$ cat src/rtl/dcm_pkg.sv
package dcm_pkg;
    localparam int DATA_W    = 16;
    localparam int FRAC_W    = 20;
    localparam int CFG_W     = 5;
    localparam int MAX_SHIFT = 20;
    localparam int CNT_W     = 32;

    typedef struct packed {
        logic             en;
        logic             clr_en;
        logic [CFG_W-1:0] win_exp;
    } win_cfg_t;

    function automatic logic [CFG_W-1:0] clamp_shift(input logic [CFG_W-1:0] d);
        return (int'(d) > MAX_SHIFT) ? CFG_W'(MAX_SHIFT) : d;
    endfunction
endpackage

$ cat src/rtl/dcm_window_timer.sv
module dcm_window_timer
    import dcm_pkg::*;
#(
    parameter int CNT_BITS = CNT_W
) (
    input  logic     clk,
    input  logic     rst,
    input  win_cfg_t cfg,
    input  logic     in_valid,
    output logic     wrap
);
    win_cfg_t            cfg_q;
    logic [CNT_BITS-1:0] cnt_q;
    logic [CNT_BITS-1:0] cnt_eff;
    logic [CNT_BITS-1:0] mask;
    logic                changed;

    assign changed = (cfg != cfg_q);
    assign cnt_eff = changed ? '0 : cnt_q;
    assign mask    = (CNT_BITS'(1) << cfg.win_exp) - CNT_BITS'(1);
    assign wrap    = cfg.en && cfg.clr_en && in_valid && (cnt_eff == mask);

    always_ff @(posedge clk) begin
        if (rst) begin
            cfg_q <= '0;
            cnt_q <= '0;
        end else begin
            cfg_q <= cfg;
            if (!cfg.en || !cfg.clr_en) cnt_q <= '0;
            else if (in_valid)          cnt_q <= wrap ? '0 : cnt_eff + CNT_BITS'(1);
            else                        cnt_q <= cnt_eff;
        end
    end

    // in a steady configuration the count never passes the window end
    assert_cnt_in_window_R7: assert property (@(posedge clk) disable iff (rst)
        (cfg.en && cfg.clr_en && !changed) |-> (cnt_q <= mask));
endmodule

$ cat src/rtl/dcm_iir_core.sv
module dcm_iir_core
    import dcm_pkg::*;
#(
    parameter int DW = DATA_W,
    parameter int FW = FRAC_W
) (
    input  logic                 clk,
    input  logic                 rst,
    input  logic                 en,
    input  logic [CFG_W-1:0]     shift_d,
    input  logic                 in_valid,
    input  logic signed [DW-1:0] in_data,
    input  logic                 wrap,
    output logic signed [DW+FW-1:0] acc
);
    localparam int ACC_W = DW + FW;

    logic signed [ACC_W:0]   x_ext;
    logic signed [ACC_W:0]   diff;
    logic signed [ACC_W:0]   step;
    logic signed [ACC_W:0]   sum;
    logic [CFG_W-1:0]        shamt;

    assign shamt = clamp_shift(shift_d);
    assign x_ext = {in_data[DW-1], in_data, {FW{1'b0}}};
    assign diff  = x_ext - {acc[ACC_W-1], acc};
    assign step  = diff >>> shamt;
    assign sum   = {acc[ACC_W-1], acc} + step;

    always_ff @(posedge clk) begin
        if (rst || !en)          acc <= '0;
        else if (in_valid && wrap) acc <= x_ext[ACC_W-1:0];
        else if (in_valid)         acc <= sum[ACC_W-1:0];
    end

    // a disabled filter keeps zero state
    assert_idle_zero_R6: assert property (@(posedge clk) disable iff (rst)
        !en |=> (acc == '0));
    // without a sample the state does not move
    assert_hold_no_sample_R10: assert property (@(posedge clk) disable iff (rst)
        (en && !in_valid) |=> $stable(acc));
endmodule

$ cat src/rtl/dcm_out_stage.sv
module dcm_out_stage
    import dcm_pkg::*;
#(
    parameter int DW = DATA_W,
    parameter int FW = FRAC_W
) (
    input  logic                    clk,
    input  logic                    rst,
    input  logic                    take,
    input  logic signed [DW+FW-1:0] acc,
    output logic                    out_valid,
    output logic signed [DW-1:0]    out_data
);
    localparam int ACC_W = DW + FW;
    localparam logic signed [ACC_W:0] HALF = {{(ACC_W-FW+1){1'b0}}, 1'b1, {(FW-1){1'b0}}};

    logic signed [ACC_W:0] rounded;

    assign rounded  = {acc[ACC_W-1], acc} + HALF;
    assign out_data = rounded[ACC_W-1:FW];

    always_ff @(posedge clk) begin
        if (rst) out_valid <= 1'b0;
        else     out_valid <= take;
    end
endmodule

$ cat src/rtl/dc_meas_averager.sv
module dc_meas_averager
    import dcm_pkg::*;
#(
    parameter int DW = DATA_W,
    parameter int FW = FRAC_W
) (
    input  logic                 clk,
    input  logic                 rst,
    input  logic                 en,
    input  logic [CFG_W-1:0]     shift_d,
    input  logic                 clr_en,
    input  logic [CFG_W-1:0]     clr_r,
    input  logic                 in_valid,
    input  logic signed [DW-1:0] in_data,
    output logic                 out_valid,
    output logic signed [DW-1:0] out_data,
    output logic                 cfg_error
);
    win_cfg_t                 cfg;
    logic                     wrap;
    logic signed [DW+FW-1:0]  acc;

    assign cfg = '{en: en, clr_en: clr_en, win_exp: clr_r};

    dcm_window_timer #(.CNT_BITS(CNT_W)) i_timer (
        .clk(clk), .rst(rst), .cfg(cfg), .in_valid(in_valid), .wrap(wrap));

    dcm_iir_core #(.DW(DW), .FW(FW)) i_core (
        .clk(clk), .rst(rst), .en(en), .shift_d(shift_d), .in_valid(in_valid),
        .in_data(in_data), .wrap(wrap), .acc(acc));

    dcm_out_stage #(.DW(DW), .FW(FW)) i_out (
        .clk(clk), .rst(rst), .take(in_valid && en), .acc(acc),
        .out_valid(out_valid), .out_data(out_data));

    always_ff @(posedge clk) begin
        if (rst) cfg_error <= 1'b0;
        else     cfg_error <= en && clr_en && (shift_d >= clr_r);
    end

    // a valid pulse needs an accepted sample one cycle before
    assert_valid_origin_R5: assert property (@(posedge clk) disable iff (rst)
        out_valid |-> ($past(in_valid) && $past(en)));
    // zero shift passes the sample through
    assert_pass_through_R4: assert property (@(posedge clk) disable iff (rst)
        (in_valid && en && shift_d == '0) |=> (out_data == $past(in_data)));
endmodule

$ cat config.mk
export PLATFORM = sky130hd
export DESIGN_NAME = dc_meas_averager
export DESIGN_NICKNAME = d
export VERILOG_FILES = /design/src/rtl/dcm_pkg.sv /design/src/rtl/dcm_window_timer.sv /design/src/rtl/dcm_iir_core.sv /design/src/rtl/dcm_out_stage.sv /design/src/rtl/dc_meas_averager.sv
export SDC_FILE = /design/constraint.sdc
export NUM_CORES = 1
export LEC_CHECK = 0
export ABC_AREA = 1
export BUFFER_PORTS_ARGS = -buffer_cell sky130_fd_sc_hd__clkbuf_2
export CAP_MARGIN = 25
export CORE_MARGIN = 4
export CORE_UTILIZATION = 40
export DETAILED_ROUTE_END_ITERATION = 7
export GPL_TIMING_DRIVEN = 0
export PLACE_DENSITY_LB_ADDON = 0.12
export SETUP_SLACK_MARGIN = 0.2
export SLEW_MARGIN = 25
export SYNTH_ARGS = -nofsm -noshare
export SYNTH_HDL_FRONTEND = slang
export SYNTH_HIERARCHICAL = 1
export SYNTH_SLANG_ARGS = --single-unit
export TNS_END_PERCENT = 100
$ cat constraint.sdc
create_clock -name clk -period 4.8 [get_ports clk]
set_input_delay 0 -clock clk [delete_from_list [all_inputs] [get_ports clk]]
set_output_delay 0 -clock clk [all_outputs]
set_load 0.01 [all_outputs]
After elaboration in Yosys (flattened, before gate mapping)
Cells that the tools add are included.
{"block": "word_totals", "reg_bits": 77, "inputBits": 31}
{"block": "op_classes", "addsub": 5, "magnitude_cmp": 2, "n_eq_ne": 2, "shifts": 2, "n_mux": 6, "reduce_logical": 13}
{"cell": "2-to-1 mux 32 bit", "n": 3}
{"cell": "2-to-1 mux 36 bit", "n": 2}
{"cell": ">>> shifter 37 x 5 -> 36 bit", "n": 1}
{"cell": "subtractor 36 x 36 -> 37 bit", "n": 1}
{"cell": "adder 36 x 21 -> 36 bit (second input constant)", "n": 1}
{"cell": "adder 36 bit", "n": 1}
{"cell": "adder 32 x 1 -> 32 bit (second input constant)", "n": 1}
{"cell": "equality test 32 bit", "n": 1}
{"cell": "left shift 1 x 5 -> 32 bit (first input constant)", "n": 1}
{"cell": "subtractor 32 x 2 -> 32 bit (second input constant)", "n": 1}
{"cell": "!= test 7 bit", "n": 1}
{"cell": "logical AND 1 bit", "n": 6}
{"cell": ">= comparator 5 bit", "n": 1}
{"cell": "greater-than comparator 5 bit (second input constant)", "n": 1}
{"cell": "2-to-1 mux 5 bit", "n": 1}
{"cell": "OR reduction 2 bit", "n": 2}
{"cell": "logical NOT 1 bit", "n": 2}
{"cell": "logical OR 1 bit", "n": 2}
{"cell": "nonzero test 2 bit", "n": 1}

Longest topological paths before layout
Gate-level depths: netlist of run 1.
{"block": "depth", "word_depth": 6, "depth_mapped": 36, "mapped_depth_nobuf": 36}

Hierarchy
Netlist of run 1, hierarchy kept.
{"module": "dcm_iir_core", "n_inst": 1, "cells_per_inst": 1257, "area_per_inst_um2": 7004.2, "seq_area_each_um2": 720.7}
{"module": "dcm_window_timer", "n_inst": 1, "cells_per_inst": 684, "area_per_inst_um2": 3799.9, "seq_area_each_um2": 780.7}
{"module": "dcm_out_stage", "n_inst": 1, "cells_per_inst": 87, "area_per_inst_um2": 427.9, "seq_area_each_um2": 20.0}
{"module": "dc_meas_averager", "n_inst": 1, "cells_per_inst": 29, "area_per_inst_um2": 175.2, "seq_area_each_um2": 20.0}

Worst setup path after synthesis of run 1
Ideal clock, no wire load.
{"block": "synth_path", "path_kind": "flip-flop to flip-flop", "startpoint": "register i_core.acc[21]", "endpoint": "register i_core.acc[32]", "setup_time_ps": 133, "arrival_time_ps": 4013, "required_time_ps": 4667, "slack_ps": 654, "stages_incl_launch_ff": 32, "n_path_buf": 0, "path_cell_list": "dfxtp_1 > inv_1 > ha_1 > nand2_1 > nor4_1 > inv_1 > o21ai_2 > xnor2_1 > nand2_1 > o21ai_0 > nand2_1 > nand3_1 > nand3_1 > nand3_1 > inv_1 > ha_1 > inv_1 > fa_1 > inv_1 > nand3_1 > nand2_1 > a21oi_2 > o21ai_1 > nand3_1 > nand3_1 > a21o_1 > nand2_1 > o211ai_1 > and2_1 > nor2_1 > nand3_1 > a31oi_1"}
{"block": "synth_via", "elab_chain_cells": 5}
{"element": "start, declared", "line_no": "dcm_iir_core.sv:14", "source": "output logic signed [DW+FW-1:0] acc"}
{"element": "start signal, assigned", "line_no": "dcm_iir_core.sv:32", "source": "else if (in_valid && wrap) acc <= x_ext[ACC_W-1:0];"}
{"element": "start signal, assigned", "line_no": "dcm_iir_core.sv:33", "source": "else if (in_valid) acc <= sum[ACC_W-1:0];"}
{"element": "subtractor 36 x 36 -> 37 bit", "line_no": "dcm_iir_core.sv:26", "source": "assign diff = x_ext - {acc[ACC_W-1], acc};"}
{"element": ">>> shifter 37 x 5 -> 36 bit", "line_no": "dcm_iir_core.sv:27", "source": "assign step = diff >>> shamt;"}
{"element": "adder 36 bit (*)", "line_no": "dcm_iir_core.sv:28", "source": "assign sum = {acc[ACC_W-1], acc} + step;"}
{"element": "2-to-1 mux 36 bit (*)", "line_no": "dcm_iir_core.sv:33"}
{"element": "2-to-1 mux 36 bit (*)", "line_no": "dcm_iir_core.sv:32"}
Every way passes the cells marked *; elsewhere a longest branch is shown, timed or not. The select of a mux whose other input is x is not followed.
A chain may end at the register's enable or synchronous reset.

Final worst setup path of run 1
{"block": "layout_path", "startpoint": "register i_core.acc[22]", "endpoint": "register i_core.acc[23]"}
The elaborated chain is that of the path after synthesis.

==> impl_metrics.toml, run 1 <==
[placement]
place_congestion = 0.991
dpl_cell_area_um2 = 12100
place_inst = 2483
hpwl_um = 37700
dp_slack_ps = -1000
io_buffers = 48

[critical_path]
worstPathMaxFanout = 5
crit_top_cell = "nand2_2"
critPathMaxStageDelay_ps = 360
cpMaxStageDelayCell = "dfxtp_4"
crit_family = "compound AO/OA/AOI/OAI gates"
critical_path_required_ps = 5010
worstPathArrival_ps = 4760
cp-start-kind = "flip-flop"
path_buf_inv = 6
cp-end-kind = "flip-flop"
critical_path_class = "reg -> reg"

[timing]
final.setup.tns_ps = 0
rsz0062_at_grt = "yes"
fmax_ghz = 0.220
fin_crit_sh_pct = 94.8
worstMarginPinSlew_ps = 882
clock_skew_ps = 10.9
period_minus_slack_ps = 4550
layout_setup_ws_ps = 250
finalMaxSlewViolations = 0
fin_hold_ws_ps = 69.8
setup_viol = 0
hold_viol_final = 0
slew_headroom_pct = 41.2

[synthesis]
synth-edff-count = 0
yosysUniqueCellTypes = 60
syn_inst = 2057
syn_area_per_cell_um2 = 5.55
synth-async-reset-ratio_pct = 0
synthFlopType = "dfxtp_1"
synth-seq-cells = 77
yosysSeqAreaShare_pct = 13.5
synthesis.nets = 2150
syn_area_um2 = 11400
synth_warnings = 6

[final_layout]
finalNonFillerCells = 2590
fillers = 2940
syn_to_final_growth_pct = 30.2
drive_gt1_share_pct = 25.2
regArea_um2 = 1610
layout.nets = 2300
final_core_utilization_pct = 53.2
multiInputGateArea_um2 = 10100
antenna-diode-count = 0
stdcell_area_um2 = 14900

[pwr]
power_mw = 4.18
power_density_nw_per_um2 = 282
max-vdd-ir-drop_uv = 182
p_sw_mw = 2.03
swShare_pct = 48.6
leakagePower_nw = 6.87
power_frac_comb_pct = 63.9
clkPwrFrac_pct = 19.1
p_int_mw = 2.15
power.share.sequential_pct = 17.1

[cts]
clockRootBuffer = "clkbuf_16"
cts.clk_slew.worst_paths_ps = 70
clock_latency_ps = 350
numCtsBuffers = 9
cts.sinks = 77
cts.htree.levels = 3
cts_tree = "done"
cts_max_path_buffers = 2

[detailed_routing]
vias_per_cell = 5.53
via_count = 14300
final_antenna_net_count = 0
wl_per_cell_um = 18.5
remaining_drc_errors = 0
wirelength_um = 47900
dr.pass1.iters = 6
drtIter0Drc = 1557

[min_path]
hold_class = "in -> reg"

[global_routing]
gr-usage-met1_pct = 40.8
grt_pass1_vias = 12800
grt_start_max_net_pins = 15
grt_antenna_before_repair = 0
use_met2_pct = 45.8
grt_pass1_wl_um = 70700
grt_remaining_overflow = 0
grtUsageTotal_pct = 28.7
grt_busiest_layer = "met2"
grtUsageMet3_pct = 4.12

[die]
die_area_um2 = 31300
initial_core_util_pct = 40.8
ioPinCount = 49
dieWidth_um = 177
rows = 61
die_h_um = 177
core_area_um2 = 27900

[run_status]
outcome = "finished, final reports clean"

[flow_run]
cap_viol_max_count = 0
layer usage:
metal  up-vias  share of wire [%]
li1       6980                  -
met1      6604                 45
met2       640                 44
met3       102                7.7
met4         0                3.1
met5         -                  0
cell usage after synthesis, types with 9 or more instances:
cell	n	area (um2)
o21ai_0	76	380
xnor2_1	33	289
nor4_1	9	56.3
inv_1	262	983
a21oi_1	106	531
xor2_1	53	464
nand3_1	232	1160
nor3_1	16	80.1
dfxtp_1	77	1540
ha_1	61	763
a21o_1	9	67.6
nand3_2	9	90.1
nand2_1	542	2030
nor2_2	17	106
inv_2	23	86.3
o211ai_1	19	143
clkbuf_1	21	78.8
nand2_2	18	113
nand4_1	31	194
buf_2	15	75.1
o21ai_1	21	105
a31oi_1	22	138
nor2_1	277	1040
repair_timing:
item                       4_1_cts  5_1_grt
buffers inserted                24       54
setup endpoints to repair       30       27
hold endpoints to repair        13        0
resized for setup              141      266
pin swaps                       31      120
hold buffers                    13        0
cell type report:
cell class	instances	area share (%)
buffer	53	1.91
sequential	77	10.9
clock buffer	10	1.61
multi-input combinational	1638	67.8
inverter	289	7.40
tap	378	3.18
timing repair buffer	139	6.60
clock inverter	6	0.632
path summary, 6_finish.rpt:
path	end	slack (ps)	from	cells past startpoint
worst max-delay path	i_core/acc[23]	250	i_core/acc[22]	32
worst max register to register	i_core/acc[23]	250	i_core/acc[22]	32
worst min-delay path	i_core/acc[34]	70	in_data[14]	3
worst min register to register	i_core/acc[33]	530	i_core/acc[33]	2
worst reg2reg max path, delay by kind of cell (launching register included):
family / cells / cell delay (ps)
buffers and inverters: 6 / 530
DFF: 1 / 360
and+or+nand+nor: 12 / 1130
adders and majority gates: 2 / 510
AOI/OAI and AO/OA: 12 / 1880
state kept, by name (all words and copies together) (netlist names):
name,flops
cfg_error,1
i_timer/cfg_q,7
i_timer/cnt_q,32
i_core/acc,36
i_out/out_valid,1
layout by cell type (no fill, tap or decap), drive strengths merged, types with 2 or more instances in the layout:
| master | synthesis | layout |
|---|---|---|
| o221ai | 2 | 2 |
| inv | 285 | 287 |
| and2 | 2 | 2 |
| nor3b | 2 | 2 |
| bufinv | 0 | 2 |
| clkinv | 4 | 5 |
| dfxtp | 77 | 77 |
| o21a | 6 | 6 |
| nand4 | 31 | 31 |
| o21bai | 3 | 3 |
| nor3 | 21 | 21 |
| ha | 61 | 61 |
| a22oi | 2 | 2 |
| nor2 | 301 | 301 |
| dlygate4sd3 | 0 | 13 |
| xor2 | 53 | 53 |
| and3 | 3 | 3 |
| nor4 | 10 | 10 |
| a21oi | 111 | 111 |
| o211ai | 19 | 19 |
| clkbuf | 21 | 79 |
| a32oi | 2 | 2 |
| a211oi | 2 | 2 |
| a21boi | 2 | 2 |
| o21ai | 103 | 103 |
| buf | 32 | 110 |
| nand3b | 7 | 7 |
| a31oi | 22 | 22 |
| mux2i | 2 | 2 |
| nand3 | 241 | 241 |
| a21o | 9 | 9 |
| or3 | 3 | 3 |
| xnor2 | 33 | 33 |
| o31ai | 3 | 3 |
| or2 | 13 | 13 |
| nand2 | 561 | 561 |
| o211a | 2 | 2 |
power groups by stage:
stage	clock network [mW]	logic [mW]	registers, mW
floorplan	0	1.37	0.713
global placement	0	1.89	0.731
finish	0.797	2.67	0.714
detailed placement	0	1.90	0.732
global route	0.832	2.87	0.718
CTS	0.811	2.12	0.713
logic make-up after synthesis:
family | count (synthesis) | synth area share (%)
AND/OR/NAND/NOR | 1195 | 46.0
buffers and inverters | 342 | 12.0
AO/OA/AOI/OAI | 293 | 14.9
XOR/XNOR | 86 | 6.60
flip-flops | 77 | 13.5
adder cells (fa/ha/maj) | 62 | 6.87
multiplexers | 2 | 0.176
(Power assumes the default switching activity.)
==> run 2, diff against run 1 <==
==> constraint.sdc (replaced) <==
create_clock -name clk -period 3.9 [get_ports clk]
set_input_delay 0 -clock clk [delete_from_list [all_inputs] [get_ports clk]]
set_output_delay 0 -clock clk [all_outputs]
set_load 0.01 [all_outputs]
==> run 2 against run 1 <==
  * Register-to-register slack lost 810 ps
  * Setup slack lost 810 ps
  * Critical path depth is the same
  * Sequential share of layout area shrank 0.25 points
  * The run now ends with setup timing left
  * Clock-buffer cell count is the same
  * Clock power grew 13%
  * Hold slack lost 35 ps
  * Highest routed layer unchanged
  * Combinational power grew 29%
  * Clock skew shrank 2.1 ps
  * Global-route usage grew 1.3 points
  * Critical path type unchanged
  * Cell area grew 3.0%
  * Sequential power grew 23%
  * Largest power group unchanged
==> impl_metrics.toml, run 2 (same netlist as run 1, synthesis figures left out) <==
[placement]
hpwl_um = 38900
place_inst = 2483
place_congestion = 1.04
io_buffers = 48
dpl_cell_area_um2 = 12400

[final_layout]
layout.nets = 2316
multiInputGateArea_um2 = 10400
drive_gt1_share_pct = 28.4
stdcell_area_um2 = 15300
largest_reg_flops = 36
regArea_um2 = 1620
top_register = "i_core/acc"
antenna-diode-count = 0
final_common_cell = "nand2_1"
finalNonFillerCells = 2606
fillers = 2934
syn_to_final_growth_pct = 34.1
final_cell_mix = "nand2_1 (483), nor2_1 (248), inv_1 (229)"
reg_top3 = "i_core/acc: 36 flops, i_timer/cnt_q: 32 flops, i_timer/cfg_q: 7 flops"

[cts]
numCtsBuffers = 9
clock_latency_ps = 350
cts_max_path_buffers = 2
clockRootBuffer = "clkbuf_16"
cts_tree = "done"
cts.sinks = 77
cts.htree.levels = 3
cts.clk_slew.worst_paths_ps = 70

[critical_path]
cp-start-kind = "flip-flop"
endpoint = "i_core/acc[29]"
critical_path_class = "reg -> reg"
crit_start = "i_core/acc[22]"
r2r_setup_slack_ps = -560
worstPathMaxFanout = 5
timing.rr.start = "i_core/acc[22]"
worstPathArrival_ps = 4730
timing.rr.end = "i_core/acc[29]"
cpMaxStageDelayCell = "dfxtp_4"
cp-end-kind = "flip-flop"
critPathMaxStageDelay_ps = 370
crit_top_cell = "nand2_1"
worst_r2r_path_depth = 32
critical_path_required_ps = 4170

[flow_run]
cap_viol_max_count = 0

[timing]
fin_crit_sh_pct = 114
fmax_ghz = 0.224
clock_skew_ps = 8.76
worstMarginPinSlew_ps = 1000
fin_hold_ws_ps = 35.0
period_minus_slack_ps = 4460
hold_viol_final = 0
setup_viol = 27
layout_setup_ws_ps = -562
slew_headroom_pct = 33.3
rsz0062_at_grt = "yes"
finalMaxSlewViolations = 0

[die]
core_area_um2 = 27900
rows = 61
die_area_um2 = 31300
die_h_um = 177
initial_core_util_pct = 40.8
dieWidth_um = 177
ioPinCount = 49

[global_routing]
grt_remaining_overflow = 0
grt_start_max_net_pins = 15
grtUsageTotal_pct = 29.9
grt_antenna_before_repair = 0
grt_pass1_vias = 13000
grt_pass1_wl_um = 73100

[detailed_routing]
via_count = 14400
remaining_drc_errors = 0
wirelength_um = 48800
drtIter0Drc = 1330
wl_per_cell_um = 18.7
vias_per_cell = 5.52
dr.pass1.iters = 5
final_antenna_net_count = 0

[pwr]
max-vdd-ir-drop_uv = 204
leakagePower_nw = 6.98
power_density_nw_per_um2 = 341

[run_status]
outcome = "complete, but fails checks"
violations = "setup timing"

[min_path]
hold_class = "in -> reg"
## run 2: worst max-delay path, delay by kind of cell, from the launching register on
family                     cells  cell delay (ps)
buffers and inverters          3              300
and+or+nand+nor               23             2620
DFF                            1              370
adders and majority gates      2              610
AOI/OAI and AO/OA              4              450
## run 2: how the worst min path moves through the flow
stage | end | startpoint | slack [ps] | cells past startpoint
after floorplan | i_out/out_valid | rst | 70 | 1
after global placement | i_out/out_valid | rst | 210 | 2
after detailed placement | i_out/out_valid | rst | 210 | 2
after CTS | i_timer/cfg_q[1] | clr_r[1] | 10 | 3
after global routing | i_core/acc[34] | in_data[14] | 60 | 3
final | i_timer/cfg_q[1] | clr_r[1] | 30 | 3
## run 2: area by class of cell
cell class                      count  area share [%]
Timing Repair Buffer              155            7.26
Sequential cell                    77            10.6
Clock inverter                      6           0.450
Clock buffer                       10            1.56
Buffer                             53            1.86
Multi-Input combinational cell   1638            67.9
Tap cell                          378            3.09
Inverter                          289            7.21
## run 2: timing repair
action                                 CTS  global route
pin swaps                               79            91
buffers inserted                        65            30
gates cloned                             0             0
gates resized for setup                290           145
setup endpoints to repair               34            35
hold buffers                            12             0
endpoints found under the hold margin   12             0
## run 2: per-stage QoR
| step | power (mW) | util, % | setup slack (ps) | setup TNS, ps |
|---|---|---|---|---|
| 6_report | 5.22 | 54.8 | -562 | -8410 |
| 5_1_grt | 5.52 | 54.8 | -794 | -14770 |
| 4_1_cts | 4.87 | 52.1 | -495 | -5860 |
| 3_5_place_dp | 3.34 | 44.5 | -1220 | -24250 |
| 3_3_place_gp | 3.34 | 44.5 | -1230 | -24130 |
| 2_1_floorplan | 2.65 | - | 89.7 | 0 |
## run 2: layer usage
layer / GRT usage (%) / wire, um
met1: 44.2 / 22700
met3: 5.00 / 3950
met5: 0 / 0
met4: 7.25 / 1110
met2: 45.3 / 21000
## run 2: power breakdown
part / internal (mW) / switching (mW) / leakage, nW
Combinational: 1.31 / 2.14 / 6.18
Clock: 0.518 / 0.379 / 0.146
Sequential: 0.826 / 0.0536 / 0.645
==> run 3, diff against run 2 <==
--- a/config.mk
+++ b/config.mk
@@ -9,7 +9,8 @@
 export BUFFER_PORTS_ARGS = -buffer_cell sky130_fd_sc_hd__clkbuf_2
 export CAP_MARGIN = 25
 export CORE_MARGIN = 4
-export CORE_UTILIZATION = 40
+export CORE_UTILIZATION = 44
+export CTS_CLUSTER_SIZE = 40
 export DETAILED_ROUTE_END_ITERATION = 7
 export GPL_TIMING_DRIVEN = 0
 export PLACE_DENSITY_LB_ADDON = 0.12
==> run 3 against run 2 <==
  * The flow still finishes with violations (setup timing)
  * Critical path depth shrank 2
  * Non-clock buffer count shrank 1
  * Register-to-register slack lost 70 ps
  * Final cell count shrank 1.9%
  * Sequential power grew 0.5%
  * Fmax shrank 1.5%
  * Largest power group unchanged
  * Highest routed layer unchanged
==> impl_metrics.toml, run 3 (same netlist as run 1, synthesis figures left out) <==
[run_status]
outcome = "complete, but fails checks"
violations = "setup timing"

[global_routing]
grtUsageTotal_pct = 32.8
grt_pass1_wl_um = 73600
grt_pass1_vias = 13200
grt_antenna_before_repair = 0
grt_start_max_net_pins = 15
grt_remaining_overflow = 0

[critical_path]
crit_top_cell = "nand2_1"
worstPathMaxFanout = 4
critical_path_required_ps = 4170
timing.rr.start = "i_core/acc[0]"
critical_path_class = "reg -> reg"
r2r_setup_slack_ps = -630
crit_start = "i_core/acc[0]"
cp-end-kind = "flip-flop"
worstPathArrival_ps = 4800
critPathMaxStageDelay_ps = 400
cp-start-kind = "flip-flop"
cpMaxStageDelayCell = "nor4_4"

[detailed_routing]
final_antenna_net_count = 0
wl_per_cell_um = 19.1
remaining_drc_errors = 0
dr.pass1.iters = 6
wirelength_um = 48900
vias_per_cell = 5.68
via_count = 14500
drtIter0Drc = 1611

[timing]
hold_viol_final = 0
finalMaxSlewViolations = 0
layout_setup_ws_ps = -629
setup_viol = 30
fin_crit_sh_pct = 116
slew_headroom_pct = 41.5
fmax_ghz = 0.221
rsz0062_at_grt = "yes"
worstMarginPinSlew_ps = 878
clock_skew_ps = 14.2
period_minus_slack_ps = 4530

[cts]
cts_tree = "done"
cts.sinks = 77
clockRootBuffer = "clkbuf_16"
clock_latency_ps = 360
numCtsBuffers = 9
cts_max_path_buffers = 2
cts.htree.levels = 3
cts.clk_slew.worst_paths_ps = 80

[die]
dieWidth_um = 169
rows = 58
die_area_um2 = 28600
initial_core_util_pct = 45.0
core_area_um2 = 25300
die_h_um = 169
ioPinCount = 49

[pwr]
leakagePower_nw = 6.93
power.share.sequential_pct = 17.1
p_int_mw = 2.63
clkPwrFrac_pct = 17.5
max-vdd-ir-drop_uv = 208
p_sw_mw = 2.53
power_frac_comb_pct = 65.4
power_mw = 5.16
power_density_nw_per_um2 = 345
swShare_pct = 49.1

[final_layout]
final_common_cell = "nand2_1"
syn_to_final_growth_pct = 31.3
antenna-diode-count = 0
layout.nets = 2315
top_register = "i_core/acc"
final_cell_mix = "nand2_1 (492), nor2_1 (250), inv_1 (236)"
reg_top3 = "i_core/acc: 36 flops, i_timer/cnt_q: 32 flops, i_timer/cfg_q: 7 flops"
largest_reg_flops = 36
drive_gt1_share_pct = 26.3

[placement]
dp_slack_ps = -1160
place_congestion = 1.05
io_buffers = 48
hpwl_um = 38600

[flow_run]
cap_viol_max_count = 0

[min_path]
hold_start = "clr_r[1]"
hold_class = "in -> reg"
## run 3: changes by cell type in the layout (fill, tap and decap cells not counted), moves of 4 or more
cell     delta
o21ai_1     +4
nand2_1     +9
inv_1       +7
nand3_4     -7
nand3_2     -5
nand3_1    +12
nand2_2     -7
inv_2       -6
## run 3: area by class of cell
| class | count | area (um2) |
|---|---|---|
| sequential | 77 | 1610 |
| clock inverter | 6 | 68.8 |
| multi-input combinational | 1638 | 10100 |
| tap | 330 | 413 |
| buffer | 53 | 285 |
| fill | 2604 | 10300 |
| timing repair buffer | 154 | 1110 |
| inverter | 289 | 1100 |
| clock buffer | 10 | 239 |
## run 3: through the flow
step	instances	area, um2	hold slack (ps)	util (%)	TNS (ps)
2_1_floorplan	2057	11700	71.2	-	0
3_3_place_gp	2435	12400	210	48.9	-21220
3_5_place_dp	2435	12400	211	48.9	-22070
4_1_cts	2538	14500	27.1	57.3	-5560
5_1_grt	2557	15000	44.8	59.1	-17670
6_report	2557	15000	42.0	59.1	-10940
## run 3: timing repair
action,4_1_cts,5_1_grt
gates cloned,0,0
hold buffers,12,0
pin swaps,98,37
setup buffers,75,19
hold endpoints to repair,12,0
endpoints found under the setup margin,34,36
gates resized for setup,288,81
## run 3: power groups by stage
stage / logic [mW] / clock network, mW / registers [mW]
2_1_floorplan: 1.77 / 0 / 0.883
3_3_place_gp: 2.42 / 0 / 0.909
3_5_place_dp: 2.42 / 0 / 0.910
4_1_cts: 3.07 / 0.919 / 0.880
5_1_grt: 3.63 / 0.953 / 0.886
6_report: 3.38 / 0.903 / 0.883
## run 3: worst paths after layout
check                     end  cells after the start
min reg2reg    i_core/acc[33]                      2
min          i_timer/cfg_q[1]                      3
max            i_core/acc[25]                     30
max reg2reg    i_core/acc[25]                     30
## run 3: critical path, delay by kind of cell, from the launching register on
family	cells	cell delay, ps
xor gates and xnor gates	2	310
adders and majority gates	2	450
DFF	1	370
and+or+nand+nor	14	1730
AOI/OAI and AO/OA	7	1080
buffers and inverters	5	480
## run 3: layer usage
| metal | part of all wire (%) | up-vias | GRT usage, % |
|---|---|---|---|
| li1 | - | 7021 | - |
| met1 | 44 | 6755 | 46.3 |
| met2 | 43 | 685 | 50.1 |
| met3 | 11 | 65 | 8.45 |
| met4 | 2.1 | 0 | 7.56 |
| met5 | 0 | - | 0 |
